[config.mk]
export PLATFORM = sky130hd
export DESIGN_NAME = tmr_pair
export DESIGN_NICKNAME = d
export VERILOG_FILES = /design/src/rtl/tmr_pkg.sv /design/src/rtl/tmr_edge_sync.sv /design/src/rtl/tmr_unit.sv /design/src/rtl/tmr_pair.sv
export SDC_FILE = /design/constraint.sdc
export NUM_CORES = 1
export LEC_CHECK = 0
export BUFFER_PORTS_ARGS = -buffer_cell sky130_fd_sc_hd__buf_4
export CELL_PAD_IN_SITES_DETAIL_PLACEMENT = 0
export CELL_PAD_IN_SITES_GLOBAL_PLACEMENT = 1
export CORE_ASPECT_RATIO = 1.4
export CORE_MARGIN = 2
export CORE_UTILIZATION = 35
export CTS_CLUSTER_SIZE = 14
export DETAILED_ROUTE_END_ITERATION = 7
export PLACE_DENSITY_LB_ADDON = 0.3
export SYNTH_ARGS = -nofsm -noshare
export SYNTH_HDL_FRONTEND = slang
export SYNTH_SLANG_ARGS = --single-unit
[constraint.sdc]
create_clock -name clk -period 5.15 [get_ports clk]
set_input_delay 0.7725 -clock clk [delete_from_list [all_inputs] [get_ports clk]]
set_output_delay 0.7725 -clock clk [all_outputs]
set_load 0.005 [all_outputs]
[src/rtl/tmr_pkg.sv]
package tmr_pkg;
    localparam int BYTE_W = 8;
    localparam int PRE_W  = 5;
    localparam int ADDR_W = 3;
    localparam int NUM_T  = 2;

    typedef enum logic [1:0] {
        MODE_PRESCALE13 = 2'b00,
        MODE_WIDE16     = 2'b01,
        MODE_RELOAD8    = 2'b10,
        MODE_SPLIT      = 2'b11
    } tmr_mode_e;

    typedef struct packed {
        logic      gate_en;
        logic      ext_src;
        tmr_mode_e mode;
    } tmr_cfg_t;

    typedef enum logic [ADDR_W-1:0] {
        RA_MODE = 3'd0,
        RA_CTRL = 3'd1,
        RA_LO0  = 3'd2,
        RA_HI0  = 3'd3,
        RA_LO1  = 3'd4,
        RA_HI1  = 3'd5
    } reg_addr_e;
endpackage

[src/rtl/tmr_edge_sync.sv]
module tmr_edge_sync #(
    parameter int STAGES = 2
) (
    input  logic clk,
    input  logic rst_n,
    input  logic pin,
    output logic fall
);
    logic [STAGES:0] chain_q;

    always_ff @(posedge clk or negedge rst_n) begin
        if (!rst_n) chain_q <= '0;
        else        chain_q <= {chain_q[STAGES-1:0], pin};
    end

    // last synchronised sample low, the one before it high
    assign fall = chain_q[STAGES] & ~chain_q[STAGES-1];
endmodule

[src/rtl/tmr_unit.sv]
module tmr_unit
    import tmr_pkg::*;
(
    input  logic              clk,
    input  logic              rst_n,
    input  tmr_mode_e         mode,
    input  logic              lo_en,
    input  logic              hi_en,
    input  logic              lo_wr,
    input  logic              hi_wr,
    input  logic [BYTE_W-1:0] wdata,
    output logic [BYTE_W-1:0] lo_q,
    output logic [BYTE_W-1:0] hi_q,
    output logic              lo_ovf,
    output logic              hi_ovf
);
    localparam int W2 = 2 * BYTE_W;

    logic [BYTE_W-1:0] lo_d, hi_d;
    logic [W2-1:0]     wide_sum;
    logic              any_wr;

    assign any_wr   = lo_wr | hi_wr;
    assign wide_sum = {hi_q, lo_q} + W2'(1);

    always_comb begin
        lo_d   = lo_q;
        hi_d   = hi_q;
        lo_ovf = 1'b0;
        hi_ovf = 1'b0;
        unique case (mode)
            MODE_PRESCALE13: begin
                if (lo_en && !any_wr) begin
                    if (lo_q[PRE_W-1:0] == '1) begin
                        lo_d[PRE_W-1:0] = '0;
                        hi_d            = hi_q + 1'b1;
                        lo_ovf          = (hi_q == '1);
                    end else begin
                        lo_d[PRE_W-1:0] = lo_q[PRE_W-1:0] + 1'b1;
                    end
                end
            end
            MODE_WIDE16: begin
                if (lo_en && !any_wr) begin
                    {hi_d, lo_d} = wide_sum;
                    lo_ovf       = ({hi_q, lo_q} == '1);
                end
            end
            MODE_RELOAD8: begin
                if (lo_en && !any_wr) begin
                    if (lo_q == '1) begin
                        lo_d   = hi_q;
                        lo_ovf = 1'b1;
                    end else begin
                        lo_d = lo_q + 1'b1;
                    end
                end
            end
            MODE_SPLIT: begin
                if (lo_en && !lo_wr) begin
                    lo_d   = lo_q + 1'b1;
                    lo_ovf = (lo_q == '1);
                end
                if (hi_en && !hi_wr) begin
                    hi_d   = hi_q + 1'b1;
                    hi_ovf = (hi_q == '1);
                end
            end
        endcase
        if (lo_wr) lo_d = wdata;
        if (hi_wr) hi_d = wdata;
    end

    always_ff @(posedge clk or negedge rst_n) begin
        if (!rst_n) begin
            lo_q <= '0;
            hi_q <= '0;
        end else begin
            lo_q <= lo_d;
            hi_q <= hi_d;
        end
    end
endmodule

[src/rtl/tmr_pair.sv]
module tmr_pair
    import tmr_pkg::*;
#(
    parameter int SYNC_STAGES = 2
) (
    input  logic              clk,
    input  logic              rst_n,
    input  logic              bus_we,
    input  logic [ADDR_W-1:0] bus_addr,
    input  logic [BYTE_W-1:0] bus_wdata,
    output logic [BYTE_W-1:0] bus_rdata,
    input  logic              tick,
    input  logic [NUM_T-1:0]  ev_pin,
    input  logic [NUM_T-1:0]  gate_pin,
    output logic [NUM_T-1:0]  ovf
);
    localparam int NIB = BYTE_W / 2;

    logic [BYTE_W-1:0]             mode_q;
    logic [NUM_T-1:0]              run_q, flag_q, flag_set;
    tmr_cfg_t                      cfg [NUM_T];
    logic [NUM_T-1:0]              ev_fall, src_hit, qual;
    logic [NUM_T-1:0]              lo_en, hi_en, lo_wr, hi_wr;
    logic [NUM_T-1:0]              lo_ovf, hi_ovf;
    logic [NUM_T-1:0][BYTE_W-1:0]  lo_q, hi_q;
    logic                          t0_split, t1_split, ctrl_wr;

    always_comb begin
        cfg[0] = tmr_cfg_t'(mode_q[NIB-1:0]);
        cfg[1] = tmr_cfg_t'(mode_q[BYTE_W-1:NIB]);
    end

    assign t0_split = (cfg[0].mode == MODE_SPLIT);
    assign t1_split = (cfg[1].mode == MODE_SPLIT);
    assign ctrl_wr  = bus_we && (bus_addr == RA_CTRL);

    generate
        for (genvar i = 0; i < NUM_T; i++) begin : g_tmr
            tmr_edge_sync #(.STAGES(SYNC_STAGES)) u_sync (
                .clk  (clk),
                .rst_n(rst_n),
                .pin  (ev_pin[i]),
                .fall (ev_fall[i])
            );
            assign src_hit[i] = cfg[i].ext_src ? ev_fall[i] : tick;
            assign qual[i]    = ~cfg[i].gate_en | gate_pin[i];
            assign lo_wr[i]   = bus_we && (bus_addr == ADDR_W'(2 + 2 * i));
            assign hi_wr[i]   = bus_we && (bus_addr == ADDR_W'(3 + 2 * i));

            tmr_unit u_unit (
                .clk   (clk),
                .rst_n (rst_n),
                .mode  (cfg[i].mode),
                .lo_en (lo_en[i]),
                .hi_en (hi_en[i]),
                .lo_wr (lo_wr[i]),
                .hi_wr (hi_wr[i]),
                .wdata (bus_wdata),
                .lo_q  (lo_q[i]),
                .hi_q  (hi_q[i]),
                .lo_ovf(lo_ovf[i]),
                .hi_ovf(hi_ovf[i])
            );
        end
    endgenerate

    // count enables: timer 1 loses its run bit while timer 0 is split
    always_comb begin
        lo_en[0] = run_q[0] & qual[0] & src_hit[0];
        hi_en[0] = run_q[1] & tick;
        lo_en[1] = (t0_split | run_q[1]) & qual[1] & src_hit[1] & ~t1_split;
        hi_en[1] = 1'b0;
    end

    always_comb begin
        flag_set[0] = lo_ovf[0];
        flag_set[1] = t0_split ? hi_ovf[0] : (lo_ovf[1] | hi_ovf[1]);
    end

    always_ff @(posedge clk or negedge rst_n) begin
        if (!rst_n) begin
            mode_q <= '0;
            run_q  <= '0;
            flag_q <= '0;
        end else begin
            if (bus_we && (bus_addr == RA_MODE)) mode_q <= bus_wdata;
            if (ctrl_wr) run_q <= bus_wdata[1:0];
            flag_q <= (ctrl_wr ? bus_wdata[3:2] : flag_q) | flag_set;
        end
    end

    always_comb begin
        case (reg_addr_e'(bus_addr))
            RA_MODE: bus_rdata = mode_q;
            RA_CTRL: bus_rdata = {{(BYTE_W-4){1'b0}}, flag_q, run_q};
            RA_LO0:  bus_rdata = lo_q[0];
            RA_HI0:  bus_rdata = hi_q[0];
            RA_LO1:  bus_rdata = lo_q[1];
            RA_HI1:  bus_rdata = hi_q[1];
            default: bus_rdata = '0;
        endcase
    end

    assign ovf = flag_q;
endmodule

## Word-level counts from Yosys, hierarchy flattened

Index checks and enable logic that the tools add are counted.

| word-level totals | value |
|---|---|
| register bits | 50 |
| output and inout port bits | 10 |
| word-level logic and storage cells | 150 |

| cells by class | value |
|---|---|
| $add $sub $neg | 8 |
| eq/ne operators | 34 |
| mux-type cells | 49 |
| bitwise operators | 19 |
| reduce and logical (&&, ||, !) cells | 29 |

Operators by type and width:

| cell | number |
|---|---|
| two-way mux 8 bit | 19 |
| case mux 8 bit (6 select lines) | 1 |
| != test 3 x 1 -> 1 bit, second input constant | 15 |
| case mux 5 bit (4 select lines) | 2 |
| adder 16 x 1 -> 16 bit, second input constant | 2 |
| adder 8 x 1 -> 8 bit, second input constant | 4 |
| == test 16 bit, second input constant | 2 |
| == test 8 bit, second input constant | 4 |
| case mux 8 bit (3 select lines) | 1 |
| two-way mux 5 bit | 4 |
| AND reduction 4 bit | 5 |
| case mux 3 bit (3 select lines) | 2 |
| two-way mux 1 bit | 16 |
| case mux 8 bit (2 select lines) | 1 |
| nonzero test 4 bit | 3 |
| logical AND 1 bit | 11 |
| adder 5 x 1 -> 5 bit, second input constant | 2 |
| == test 5 bit, second input constant | 2 |
| AND 1 bit | 8 |
| == test 2 bit, second input constant | 4 |
| case mux 1 bit (4 select lines) | 2 |
| == test 3 x 2 -> 1 bit, second input constant | 2 |
| == test 3 bit, second input constant | 2 |
| logical NOT 1 bit | 5 |
| 10 further kinds | 20 |

## Longest topological paths before layout

| depth | value |
|---|---|
| depth in word-level cells | 10 |
| gate-level depth with buffers | 10 |

## By module

A second synthesis with hierarchy kept.

| unflattened totals | value |
|---|---|
| cell total of the unflattened synthesis | 485 |
| area, all modules | 4310.4 um2 |

By module, submodules not included:

| module | instances | cells each | area each (um2) | seq. area each (um2) |
|---|---|---|---|---|
| tmr_unit | 2 | 190 | 1584.0 | 400.4 |
| tmr_pair | 1 | 97 | 964.7 | 300.3 |
| tmr_edge_sync | 2 | 4 | 88.8 | 75.1 |

## Worst setup path before layout

No wires, ideal clock.

| timing | value |
|---|---|
| path kind | in2out |
| start point | in bus_addr[1] |
| end point | out bus_rdata[2] |
| arrival time | 1.852 ns |
| data required time | 4.378 ns |
| path slack | 2.525 ns |
| stages on the path | 6 |
| path buffers | 2 |
| path through | buf_2 -> buf_1 -> mux2i_1 -> nor2_1 -> a211oi_1 -> a21oi_1 |

| between the ends | value |
|---|---|
| word-level cells in the longest chain between the ends | 2 |

Ends and longest elaborated chain:

| what | line | RTL |
|---|---|---|
| from (decl) | tmr_pair.sv:9 | `input logic [ADDR_W-1:0] bus_addr,` |
| == test 3 bit, or another cell as far along | tmr_pair.sv:93 | `case (reg_addr_e'(bus_addr))` |
| case mux 8 bit (6 select lines) (*) | tmr_pair.sv:93 |  |
| to (decl) | tmr_pair.sv:11 | `output logic [BYTE_W-1:0] bus_rdata,` |

Every way passes the cells marked *; elsewhere a longest branch is shown, timed or not.

## Final worst setup path

| timing | value |
|---|---|
| start point | in bus_addr[2] |
| end point | out bus_rdata[3] |

Same word-level chain as after synthesis.

==> metrics.log <==
INFO  metric design.portCount = 29
INFO  metric timing_worst_setup_path_type = input port to output port
INFO  metric layout.core_utilization = 0.400
INFO  metric globalRouteOverflowTotal = 0
INFO  metric gpl.final_weighted_congestion = 0.842
INFO  metric grt_pass1_vias = 3356
INFO  metric postRouteAntennaNets = 0
INFO  metric max-clock-path-buffers = 2
INFO  metric drive_above_1_share = 0.164
INFO  metric final.min_clock_period = 2.82 ns
INFO  metric yosysTopAreaCellShare = 0.331
INFO  metric postSynth.topFlopCell = sky130_fd_sc_hd__dfrtp_1
INFO  metric floorplan.die.width = 91.8 um
INFO  metric number_of_antenna_violations_at_the_first_check_in_global_routing = 0
INFO  metric yosys.area.top_type = sky130_fd_sc_hd__dfrtp_1
INFO  metric cts.repair_timing.setup_buffer_count = 0
INFO  metric maxCapViolations = 0
INFO  metric routedWlPerCell = 19.9 um
INFO  metric cellPowerDensity = 411 mW/mm2
INFO  metric leakage = 0.00166 uW
INFO  metric drt-pass1-iter-count = 7
INFO  metric dr.first_iter.drc_count = 180
INFO  metric placement_rows = 44
INFO  metric maxClockFrequency = 355 MHz
INFO  metric reg2reg_setup_slack = 2.49 ns
INFO  metric finalSetupTns = 0 ns
INFO  metric fp.dieArea = 0.0117 mm2
INFO  metric synth_enable_flop_cells = 0
INFO  metric final.period_utilization = 0.548
INFO  metric run_status = finished, final reports clean
INFO  metric synth.distinct_cells = 68
INFO  metric cts_buffers = 5
INFO  metric worstPathArrival = 2.05 ns
INFO  metric clk_latency = 0.30 ns
INFO  metric commonest_non_fill_non_tap_cells_in_the_layout = sky130_fd_sc_hd__dfrtp_1, sky130_fd_sc_hd__nand2_1, sky130_fd_sc_hd__nor2_1, sky130_fd_sc_hd__o21ai_0, sky130_fd_sc_hd__buf_4
INFO  metric via_per_inst = 5.72
INFO  metric synth-seq-area-share = 0.331
INFO  metric async_reset_ff_frac = 1.00
INFO  metric cp_data_required_time = 4.38 ns
INFO  metric setup_repair_after_global_routing_missed_its_margin = no
INFO  metric synthesis.instances = 431
INFO  metric clk_root_buffer_cell = sky130_fd_sc_hd__clkbuf_16
INFO  metric netlist_area = 0.00378 mm2
INFO  metric post_cts_resize_count = 0
INFO  metric grt_start_max_net_pins = 51
INFO  metric design.final.nets = 473
INFO  metric postLayoutSetupSlackWorst = 2.33 ns
INFO  metric critPathMaxFanout = 18
INFO  metric routed-via-count = 3331
INFO  metric fin_area = 0.00418 mm2
INFO  metric synth_top_cells_by_area = sky130_fd_sc_hd__dfrtp_1, sky130_fd_sc_hd__mux2_2, sky130_fd_sc_hd__nand2_1, sky130_fd_sc_hd__mux2i_1, sky130_fd_sc_hd__o21ai_0
INFO  metric skew = 0.00693 ns
INFO  metric vdd_ir_drop_max = 0.134 mV
INFO  metric global_route_wire_length_before_repair = 18600 um
INFO  metric cts_sinks = 50
INFO  metric drt_wl_total = 11600 um
INFO  metric report.final.slew_viol_count = 0
INFO  metric relSlewSlack = 0.383
INFO  metric number_of_design_rule_violations_left_after_detail_routing = 0
INFO  metric cts_hold_buffers = 0
INFO  metric setup_violations = 0
INFO  metric timing.critical_path.to_type = output port
INFO  metric timing_worst_slew_pin_value = 0.923 ns
INFO  metric cts.htree.levels = 2
INFO  metric postSynthRegisterBits = 50
INFO  metric placed_area = 0.00403 mm2
INFO  metric worst_setup_path_start_kind = input port
INFO  metric timing.hold.worst.class = flop to flop
INFO  metric core_area = 0.0105 mm2
INFO  metric clkTransAtPathRegs = 0.07 ns
INFO  metric synth_warnings = 0
INFO  metric post-place-ws = 2.32 ns
INFO  metric synth.net_count = 461
INFO  metric synth_area_per_cell = 8.77 um2
INFO  metric layout_commonest_cell = sky130_fd_sc_hd__dfrtp_1
INFO  metric p_total = 1720 uW
INFO  metric floorplan.die.height = 127 um
INFO  metric grtUsageTotal = 0.204
INFO  metric report.final.hold_viol_count = 0
INFO  metric tritoncts_clock_tree = built
INFO  metric antenna_fix_cells = 0
INFO  metric dpl.hpwl = 8700 um
INFO  metric area_growth_syn_to_layout = 10.7%
INFO  metric initial_utilization = 0.361
INFO  metric port-buffer-count = 28
## logic make-up after synthesis
logic type               count (synthesis)  share of synthesized area
buffers and inverters                   34                     0.0463
XOR/XNOR                                17                     0.0394
AND/OR/NAND/NOR                        158                      0.218
AO/OA/AOI/OAI                          127                      0.230
multiplexers                            34                     0.0986
flip-flops                              50                      0.331
adder cells (fa/ha/maj)                 11                     0.0364
## layer usage
metal | vias up | GRT usage | share of wire
met5 | - | 0 | 0
met4 | 0 | 0.0773 | 0.033
met3 | 22 | 0.0243 | 0.035
met2 | 76 | 0.375 | 0.53
met1 | 1619 | 0.241 | 0.40
li1 | 1614 | - | -
## state kept, by name, indices dropped and copies added (netlist names)
register / count
mode_q: 8
g_tmr.u_unit.lo_q: 16
ovf: 2
run_q: 2
g_tmr.u_unit.hi_q: 16
g_tmr.u_sync.chain_q: 6
## power by group
group | total, uW | switching, uW | internal (uW)
Sequential | 713 | 203 | 510
Combinational | 658 | 341 | 317
Clock | 350 | 157 | 193
Total | 1720 | 702 | 1020
## layout make-up
type	instances	area (um2)
fillers	1085	6280
multi-input cells	347	2350
flip-flops and latches	50	1250
repair buffers	29	218
well taps	138	173
clock buffers	6	139
inverters	10	37.5
clock inverters	2	12.5
## synthesized netlist by cell type, types with 3 or more instances
cell and instances:
sky130_fd_sc_hd__a22oi_1 6, sky130_fd_sc_hd__buf_2 5, sky130_fd_sc_hd__dfrtp_1 50, sky130_fd_sc_hd__nor2_1 31, sky130_fd_sc_hd__clkbuf_1 9, sky130_fd_sc_hd__nand3_1 18
sky130_fd_sc_hd__o22ai_1 3, sky130_fd_sc_hd__nand2b_1 11, sky130_fd_sc_hd__a31oi_1 4, sky130_fd_sc_hd__o21ai_1 6, sky130_fd_sc_hd__o211ai_1 7, sky130_fd_sc_hd__nand2_1 47
sky130_fd_sc_hd__a221oi_1 3, sky130_fd_sc_hd__a21oi_1 28, sky130_fd_sc_hd__a221o_1 3, sky130_fd_sc_hd__o21ai_0 30, sky130_fd_sc_hd__nor4_1 4, sky130_fd_sc_hd__o31ai_1 3
sky130_fd_sc_hd__buf_4 4, sky130_fd_sc_hd__a211oi_1 6, sky130_fd_sc_hd__nor2b_1 6, sky130_fd_sc_hd__and2_1 3, sky130_fd_sc_hd__mux2i_1 17, sky130_fd_sc_hd__o221ai_1 4
sky130_fd_sc_hd__and3_1 12, sky130_fd_sc_hd__o311ai_1 3, sky130_fd_sc_hd__mux2_2 16, sky130_fd_sc_hd__nor3_1 6, sky130_fd_sc_hd__nand4_1 3, sky130_fd_sc_hd__inv_1 10
sky130_fd_sc_hd__ha_1 11, sky130_fd_sc_hd__xnor2_1 10, sky130_fd_sc_hd__xor2_1 7, sky130_fd_sc_hd__and4_1 3
## worst max-delay path, cell delays in order
cell and delay, ns:
sky130_fd_sc_hd__buf_4 0.20, sky130_fd_sc_hd__nor2b_1 0.59, sky130_fd_sc_hd__a21oi_1 0.16, sky130_fd_sc_hd__a21oi_1 0.19, sky130_fd_sc_hd__buf_4 0.13
## metrics by stage
stage                     hold WS (ns)  std cells
final                            0.352        582
after global routing             0.357        582
after CTS                        0.354        582
after detailed placement         0.338        574
after global placement           0.333        574
after floorplan                  0.331        431
## path summary, 6_finish.rpt
kind,depth (start not counted),startpoint,endpoint
hold / removal,0,g_tmr[0].u_sync.chain_q[0]$_DFF_PN0_,g_tmr[0].u_sync.chain_q[1]$_DFF_PN0_
max in group asynchronous,1,rst_n,g_tmr[1].u_unit.lo_q[0]$_DFFE_PN0P_
setup / recovery,5,bus_addr[2],bus_rdata[3]
min in group asynchronous,1,rst_n,g_tmr[0].u_unit.hi_q[7]$_DFFE_PN0P_
setup reg to reg,9,g_tmr[0].u_unit.lo_q[0]$_DFFE_PN0P_,g_tmr[0].u_unit.hi_q[6]$_DFFE_PN0P_
hold reg to reg,0,g_tmr[0].u_sync.chain_q[0]$_DFF_PN0_,g_tmr[0].u_sync.chain_q[1]$_DFF_PN0_
Power figures use the tool's default switching activity.
